--- src/rtl/acc_alu_pkg.sv ---
package acc_alu_pkg;
  localparam int DW    = 8;
  localparam int NW    = DW / 2;
  localparam int OPW   = 5;
  localparam int BANKW = 2;
  localparam int IDXW  = 3;
  localparam int RAW   = BANKW + IDXW;

  typedef enum logic [OPW-1:0] {
    OP_ADD  = 5'd0,
    OP_ADDC = 5'd1,
    OP_SUBB = 5'd2,
    OP_INC  = 5'd3,
    OP_DEC  = 5'd4,
    OP_AND  = 5'd5,
    OP_OR   = 5'd6,
    OP_XOR  = 5'd7,
    OP_CLR  = 5'd8,
    OP_CPL  = 5'd9,
    OP_RL   = 5'd10,
    OP_RLC  = 5'd11,
    OP_RR   = 5'd12,
    OP_RRC  = 5'd13,
    OP_SWAP = 5'd14,
    OP_DA   = 5'd15,
    OP_CMP  = 5'd16,
    OP_LOAD = 5'd17
  } alu_op_e;

  typedef struct packed {
    logic cy;
    logic ac;
    logic ov;
  } alu_flags_t;
endpackage

--- src/rtl/acc_alu_addsub.sv ---
module acc_alu_addsub
  import acc_alu_pkg::*;
(
  input  logic [DW-1:0] a,
  input  logic [DW-1:0] b,
  input  logic          cin,
  input  logic          sub,
  output logic [DW-1:0] sum,
  output alu_flags_t    flags
);
  logic [NW:0] lo;
  logic [DW-1:0] mid;
  logic [DW:0] full;

  always_comb begin
    if (sub) begin
      lo   = {1'b0, a[NW-1:0]} - {1'b0, b[NW-1:0]} - {{NW{1'b0}}, cin};
      mid  = {1'b0, a[DW-2:0]} - {1'b0, b[DW-2:0]} - {{(DW-1){1'b0}}, cin};
      full = {1'b0, a} - {1'b0, b} - {{DW{1'b0}}, cin};
    end else begin
      lo   = {1'b0, a[NW-1:0]} + {1'b0, b[NW-1:0]} + {{NW{1'b0}}, cin};
      mid  = {1'b0, a[DW-2:0]} + {1'b0, b[DW-2:0]} + {{(DW-1){1'b0}}, cin};
      full = {1'b0, a} + {1'b0, b} + {{DW{1'b0}}, cin};
    end
    sum      = full[DW-1:0];
    flags.cy = full[DW];
    flags.ac = lo[NW];
    flags.ov = mid[DW-1] ^ full[DW];
  end
endmodule

--- src/rtl/acc_alu_decadj.sv ---
module acc_alu_decadj
  import acc_alu_pkg::*;
(
  input  logic [DW-1:0] a,
  input  logic          cy_in,
  input  logic          ac_in,
  output logic [DW-1:0] res,
  output logic          cy_out
);
  localparam logic [NW-1:0] DIGIT_MAX = NW'(9);
  localparam logic [DW:0]   LO_FIX    = (DW+1)'(6);
  localparam logic [DW:0]   HI_FIX    = (DW+1)'(6) << NW;

  logic [DW:0] step1;
  logic [DW:0] step2;
  logic        c1;

  always_comb begin
    step1  = {1'b0, a} + (((a[NW-1:0] > DIGIT_MAX) || ac_in) ? LO_FIX : '0);
    c1     = cy_in | step1[DW];
    step2  = {1'b0, step1[DW-1:0]} +
             (((step1[DW-1:NW] > DIGIT_MAX) || c1) ? HI_FIX : '0);
    res    = step2[DW-1:0];
    cy_out = c1 | step2[DW];
  end
endmodule

--- src/rtl/acc_alu_core.sv ---
module acc_alu_core
  import acc_alu_pkg::*;
(
  input  logic [OPW-1:0] op,
  input  logic [DW-1:0]  a,
  input  logic [DW-1:0]  b,
  input  alu_flags_t     fl_in,
  output logic [DW-1:0]  res,
  output alu_flags_t     fl_out
);
  logic          as_sub;
  logic          as_cin;
  logic [DW-1:0] as_sum;
  alu_flags_t    as_fl;
  logic [DW-1:0] da_res;
  logic          da_cy;

  assign as_sub = (op == OP_SUBB);
  assign as_cin = (op == OP_ADD) ? 1'b0 : fl_in.cy;

  acc_alu_addsub u_addsub (
    .a(a), .b(b), .cin(as_cin), .sub(as_sub), .sum(as_sum), .flags(as_fl)
  );

  acc_alu_decadj u_decadj (
    .a(a), .cy_in(fl_in.cy), .ac_in(fl_in.ac), .res(da_res), .cy_out(da_cy)
  );

  always_comb begin
    res    = a;
    fl_out = fl_in;
    case (op)
      OP_ADD, OP_ADDC, OP_SUBB: begin
        res    = as_sum;
        fl_out = as_fl;
      end
      OP_INC:  res = a + DW'(1);
      OP_DEC:  res = a - DW'(1);
      OP_AND:  res = a & b;
      OP_OR:   res = a | b;
      OP_XOR:  res = a ^ b;
      OP_CLR:  res = '0;
      OP_CPL:  res = ~a;
      OP_RL:   res = {a[DW-2:0], a[DW-1]};
      OP_RR:   res = {a[0], a[DW-1:1]};
      OP_RLC: begin
        res       = {a[DW-2:0], fl_in.cy};
        fl_out.cy = a[DW-1];
      end
      OP_RRC: begin
        res       = {fl_in.cy, a[DW-1:1]};
        fl_out.cy = a[0];
      end
      OP_SWAP: res = {a[NW-1:0], a[DW-1:NW]};
      OP_DA: begin
        res       = da_res;
        fl_out.cy = da_cy;
      end
      OP_CMP:  fl_out.cy = (a < b);
      OP_LOAD: res = b;
      default: ;
    endcase
  end
endmodule

--- src/rtl/acc_alu_state.sv ---
module acc_alu_state
  import acc_alu_pkg::*;
(
  input  logic             clk,
  input  logic             rst_n,
  input  logic             op_valid,
  input  logic [DW-1:0]    nxt_acc,
  input  alu_flags_t       nxt_fl,
  input  logic             cfg_we,
  input  logic [BANKW-1:0] cfg_bank,
  input  logic             cfg_f0,
  input  logic             cfg_f1,
  output logic [DW-1:0]    acc,
  output alu_flags_t       fl,
  output logic [BANKW-1:0] bank,
  output logic [DW-1:0]    psw
);
  logic f0;
  logic f1;
  logic par;

  always_ff @(posedge clk or negedge rst_n) begin
    if (!rst_n) begin
      acc <= '0;
      fl  <= '0;
    end else if (op_valid) begin
      acc <= nxt_acc;
      fl  <= nxt_fl;
    end
  end

  always_ff @(posedge clk or negedge rst_n) begin
    if (!rst_n) begin
      bank <= '0;
      f0   <= 1'b0;
      f1   <= 1'b0;
    end else if (cfg_we) begin
      bank <= cfg_bank;
      f0   <= cfg_f0;
      f1   <= cfg_f1;
    end
  end

  assign par = ^acc;
  assign psw = {fl.cy, fl.ac, f0, bank, fl.ov, f1, par};
endmodule

--- src/rtl/acc_alu_top.sv ---
module acc_alu_top
  import acc_alu_pkg::*;
(
  input  logic             clk,
  input  logic             rst_n,
  input  logic             op_valid,
  input  logic [OPW-1:0]   op_code,
  input  logic [DW-1:0]    operand,
  input  logic             cfg_we,
  input  logic [BANKW-1:0] cfg_bank,
  input  logic             cfg_f0,
  input  logic             cfg_f1,
  input  logic [IDXW-1:0]  reg_idx,
  output logic [DW-1:0]    acc_q,
  output logic [DW-1:0]    psw_q,
  output logic [RAW-1:0]   reg_addr
);
  logic [DW-1:0]    res;
  alu_flags_t       fl_cur;
  alu_flags_t       fl_nxt;
  logic [BANKW-1:0] bank;

  acc_alu_core u_core (
    .op(op_code), .a(acc_q), .b(operand), .fl_in(fl_cur),
    .res(res), .fl_out(fl_nxt)
  );

  acc_alu_state u_state (
    .clk(clk), .rst_n(rst_n), .op_valid(op_valid),
    .nxt_acc(res), .nxt_fl(fl_nxt),
    .cfg_we(cfg_we), .cfg_bank(cfg_bank), .cfg_f0(cfg_f0), .cfg_f1(cfg_f1),
    .acc(acc_q), .fl(fl_cur), .bank(bank), .psw(psw_q)
  );

  assign reg_addr = {bank, reg_idx};
endmodule

--- config.mk ---
export PLATFORM = sky130hd
export DESIGN_NAME = acc_alu_top
export DESIGN_NICKNAME = d
export VERILOG_FILES = /design/src/rtl/acc_alu_pkg.sv /design/src/rtl/acc_alu_addsub.sv /design/src/rtl/acc_alu_decadj.sv /design/src/rtl/acc_alu_core.sv /design/src/rtl/acc_alu_state.sv /design/src/rtl/acc_alu_top.sv
export SDC_FILE = /design/constraint.sdc
export NUM_CORES = 1
export LEC_CHECK = 0
export BUFFER_PORTS_ARGS = -buffer_cell sky130_fd_sc_hd__buf_2
export CORE_ASPECT_RATIO = 0.5
export CORE_UTILIZATION = 65
export CTS_BUF_LIST = sky130_fd_sc_hd__clkbuf_4 sky130_fd_sc_hd__clkbuf_8
export CTS_CLUSTER_DIAMETER = 100
export CTS_CLUSTER_SIZE = 24
export DETAILED_ROUTE_END_ITERATION = 10
export GPL_ROUTABILITY_DRIVEN = 1
export GPL_TIMING_DRIVEN = 0
export MAX_ROUTING_LAYER = met4
export PLACE_DENSITY = 0.88
export SKIP_LAST_GASP = 1
export SYNTH_ARGS = -nofsm -noshare
export SYNTH_HDL_FRONTEND = slang
export SYNTH_SLANG_ARGS = --single-unit
--- constraint.sdc ---
create_clock -name clk -period 12 [get_ports clk]
set_input_delay 3.6 -clock clk [delete_from_list [all_inputs] [get_ports clk]]
set_output_delay 3.6 -clock clk [all_outputs]
set_load 0.03 [all_outputs]
==> impl_metrics.yaml <==
status:
  run_status: "finished, final reports clean"
min_path:
  hold_depth: 2
  hold_start: "u_state.fl[0]$_DFFE_PN0P_"
  hold_path.class: "reg2reg"
synth:
  synthMuxAreaShare_pct: 1.893
  seq_area_frac_synth_pct: 10.92
  synth_warnings: 0
  syn-num-nets: 518
  yosys.area_share.simple_pct: 17.62
  ys_async_sr_fraction_pct: 100.0
  synthXorXnorAreaFrac_pct: 6.116
  syn_inst: 433
  synthAdderAreaFrac_pct: 23.73
  syn_area_per_cell_um2: 7.938
  ys_types: 65
  syn_area_mm2: 0.003437
  synth_edf_count: 0
  synth-compound-area-share_pct: 30.00
  synthFlopType: "dfrtp_1"
  synth_top_family_by_area: "compound AO/OA/AOI/OAI gates"
  yosys_register_bits: 15
setup_path:
  crit_family: "buffers and inverters"
  critPathLaunchType: "primary input"
  reg2reg_depth: 18
  path_buf_inv: 2
  cp.depth: 2
  end_kind: "output port"
  max_stage_delay_ps: 160
  crit_type: "in2out"
  r2r_start: "u_state.acc[1]$_DFFE_PN0P_"
  worstSetupStartpoint: "reg_idx[2]"
  crit_arrival_ps: 3870
  crit_required_ps: 8400
  critPathSlowestCell: "buf_2"
  critPathMaxFanout: 1
  worstPathCellList: "buf_4 -> buf_2"
floorplan:
  initial_utilization_pct: 68.74
  io_pins: 45
  die_w_um: 104.8
  num_rows: 18
  core_mm2: 0.005000
  die_area_mm2: 0.005600
  die_h_um: 53.42
layout:
  diodes: 0
  area_delta_synth_final_pct: 9.647
  drive_gt1_share_pct: 17.86
  regArea_um2: 375.4
  instances_no_fill: 546
  final_common_cell: "ha_1"
  fin_nets: 562
  multi_input_area_mm2: 0.002728
  fillers: 418
  final_cell_mix: "ha_1, buf_2, inv_1"
  fin_area_mm2: 0.003769
timing:
  whs_ps: 473.9
  period_needed_ps: 7468
  fmax_ghz: 0.1339
  clock_skew_ps: 4.903
  setup-tns-final_ps: 0
  fin_ws_ps: 4532
  slew_violations: 0
  hold_viol_final: 0
  period_share_pct: 62.23
  worst_pin_slew_ps: 714.8
  setup_violations: 0
  rsz0062_at_grt: "no"
  max_slew_margin_pct: 52.35
placed_design:
  dp_hpwl_um: 8223
  gp_congestion: 1.032
  dp_slack_ps: 4531
  placed_cell_area_mm2: 0.003720
  place_inst: 542
  io_buffers: 39
routing:
  via_count: 3664
  wirelength_um: 10680
  drc: 0
  antenna_left: 0
  drt_first_iter_violations: 426
  drtPass1Iterations: 7
  wl_per_cell_um: 19.56
  viasPerCell: 6.711
cts:
  cts_tree: "built"
  postCtsSetupBuffers: 0
  ctsRootBufferMaster: "clkbuf_8"
  htreeDepth: 1
  post_cts_resized: 0
  cts_hold_buf: 0
  clock-sinks: 15
  cts_buffer_depth: 2
  clk_pin_slew_ps: 70
  insertion_delay_ps: 260
  numCtsBuffers: 3
grt:
  grt_pass1_vias: 3154
  grt_pass1_wl_um: 16390
  grt_overflow: 0
  grt_max_degree: 17
  antenna_found_initial: 0
  gr-usage-all-layers_pct: 39.97
power_and_ir_drop:
  leakagePower_uw: 0.001745
  p_per_area_mw_per_mm2: 187.2
  vdd_ir_drop_max_v: 0.0001235
flow_run:
  maxCapViolCount: 0
==> tightest hold or removal path, cell delays in order (launching register included) <==
cell     delay (ps)
dfrtp_1         340
nand2_1          40
o21ai_0          60
==> registers in the layout, summed over array words and instances (netlist names) <==
register / count
u_state.fl: 3
u_state.f1: 1
u_state.bank: 2
u_state.acc: 8
u_state.f0: 1
==> where the power goes <==
group	internal (uW)	switching, uW
combinational	223	331
sequential	64.9	39.8
clock	25.9	21.1
total	314	392
==> final timing paths <==
kind,slack [ps],end
hold / removal,470,u_state.fl[0]$_DFFE_PN0P_
max in group asynchronous,8460,u_state.acc[4]$_DFFE_PN0P_
min in group asynchronous,3250,u_state.fl[0]$_DFFE_PN0P_
setup reg to reg,7180,u_state.acc[7]$_DFFE_PN0P_
hold reg to reg,470,u_state.fl[0]$_DFFE_PN0P_
setup / recovery,4530,reg_addr[2]
==> metal layers <==
layer | track usage [%] | vias up | share of wire, %
met5 | - | - | 0
met4 | 9.624 | 0 | 2.5
met1 | 52.93 | 1678 | 43
met3 | 10.84 | 47 | 14
met2 | 60.82 | 258 | 40
li1 | - | 1681 | -
==> area by class of cell <==
cell class	count	area share, %
inverters	35	3.486
flip-flops and latches	15	9.960
plain buffers	34	5.378
well taps	70	2.324
clock buffers	4	1.295
repair buffers	39	5.179
multi-input cells	349	72.38
==> cells by family after synthesis <==
| family | count (synthesis) |
|---|---|
| AND/OR/NAND/NOR | 110 |
| adder cells (fa/ha/maj) | 61 |
| AO/OA/AOI/OAI | 148 |
| buffers and inverters | 69 |
| flip-flops | 15 |
| multiplexers | 6 |
| XOR/XNOR | 24 |
==> synth_stat cells, drive strengths merged (2+ instances only) <==
master   number  area share (%)
ha           54              20
inv          35             3.8
nand2        29             3.2
a21oi        27             3.9
buf          26             5.0
o21ai        24             3.5
nor2         19             2.1
xnor2        16             4.1
dfrtp        15              11
nor3         14             2.2
a22oi        13             2.8
a211oi       10             2.2
o22ai        10             1.8
clkbuf        8            0.87
xor2          8             2.0
a31oi         7             1.5
and3          7             1.3
fa            7             4.1
o211ai        7             1.5
o21a          7             1.5
a221oi        6             1.5
a21o          5             1.1
nand3b        5             1.1
o21bai        5             1.1
and2          4            0.73
mux2          4             1.3
nand2b        4            0.73
nor2b         4            0.73
nor4          4            0.73
o2bb2ai       4             1.2
o31ai         4             1.0
nand3         3            0.44
o2111ai       3            0.76
or4           3            0.66
mux2i         2            0.58
nand4         2            0.36
nand4b        2            0.51
nor4b         2            0.95
o211a         2            0.58
o221a         2            0.66
o31a          2            0.51
o32ai         2            0.51
or2           2            0.36
or3           2            0.36
==> per-stage QoR <==
step / power, uW / utilization (%)
3_3_place_gp: 624.2 / 74.40
5_1_grt: 758.3 / 75.38
4_1_cts: 688.5 / 75.38
3_5_place_dp: 638.1 / 74.40
2_1_floorplan: 503.4 / -
6_report: 705.6 / 75.38
Power figures use the tool's default switching activity.
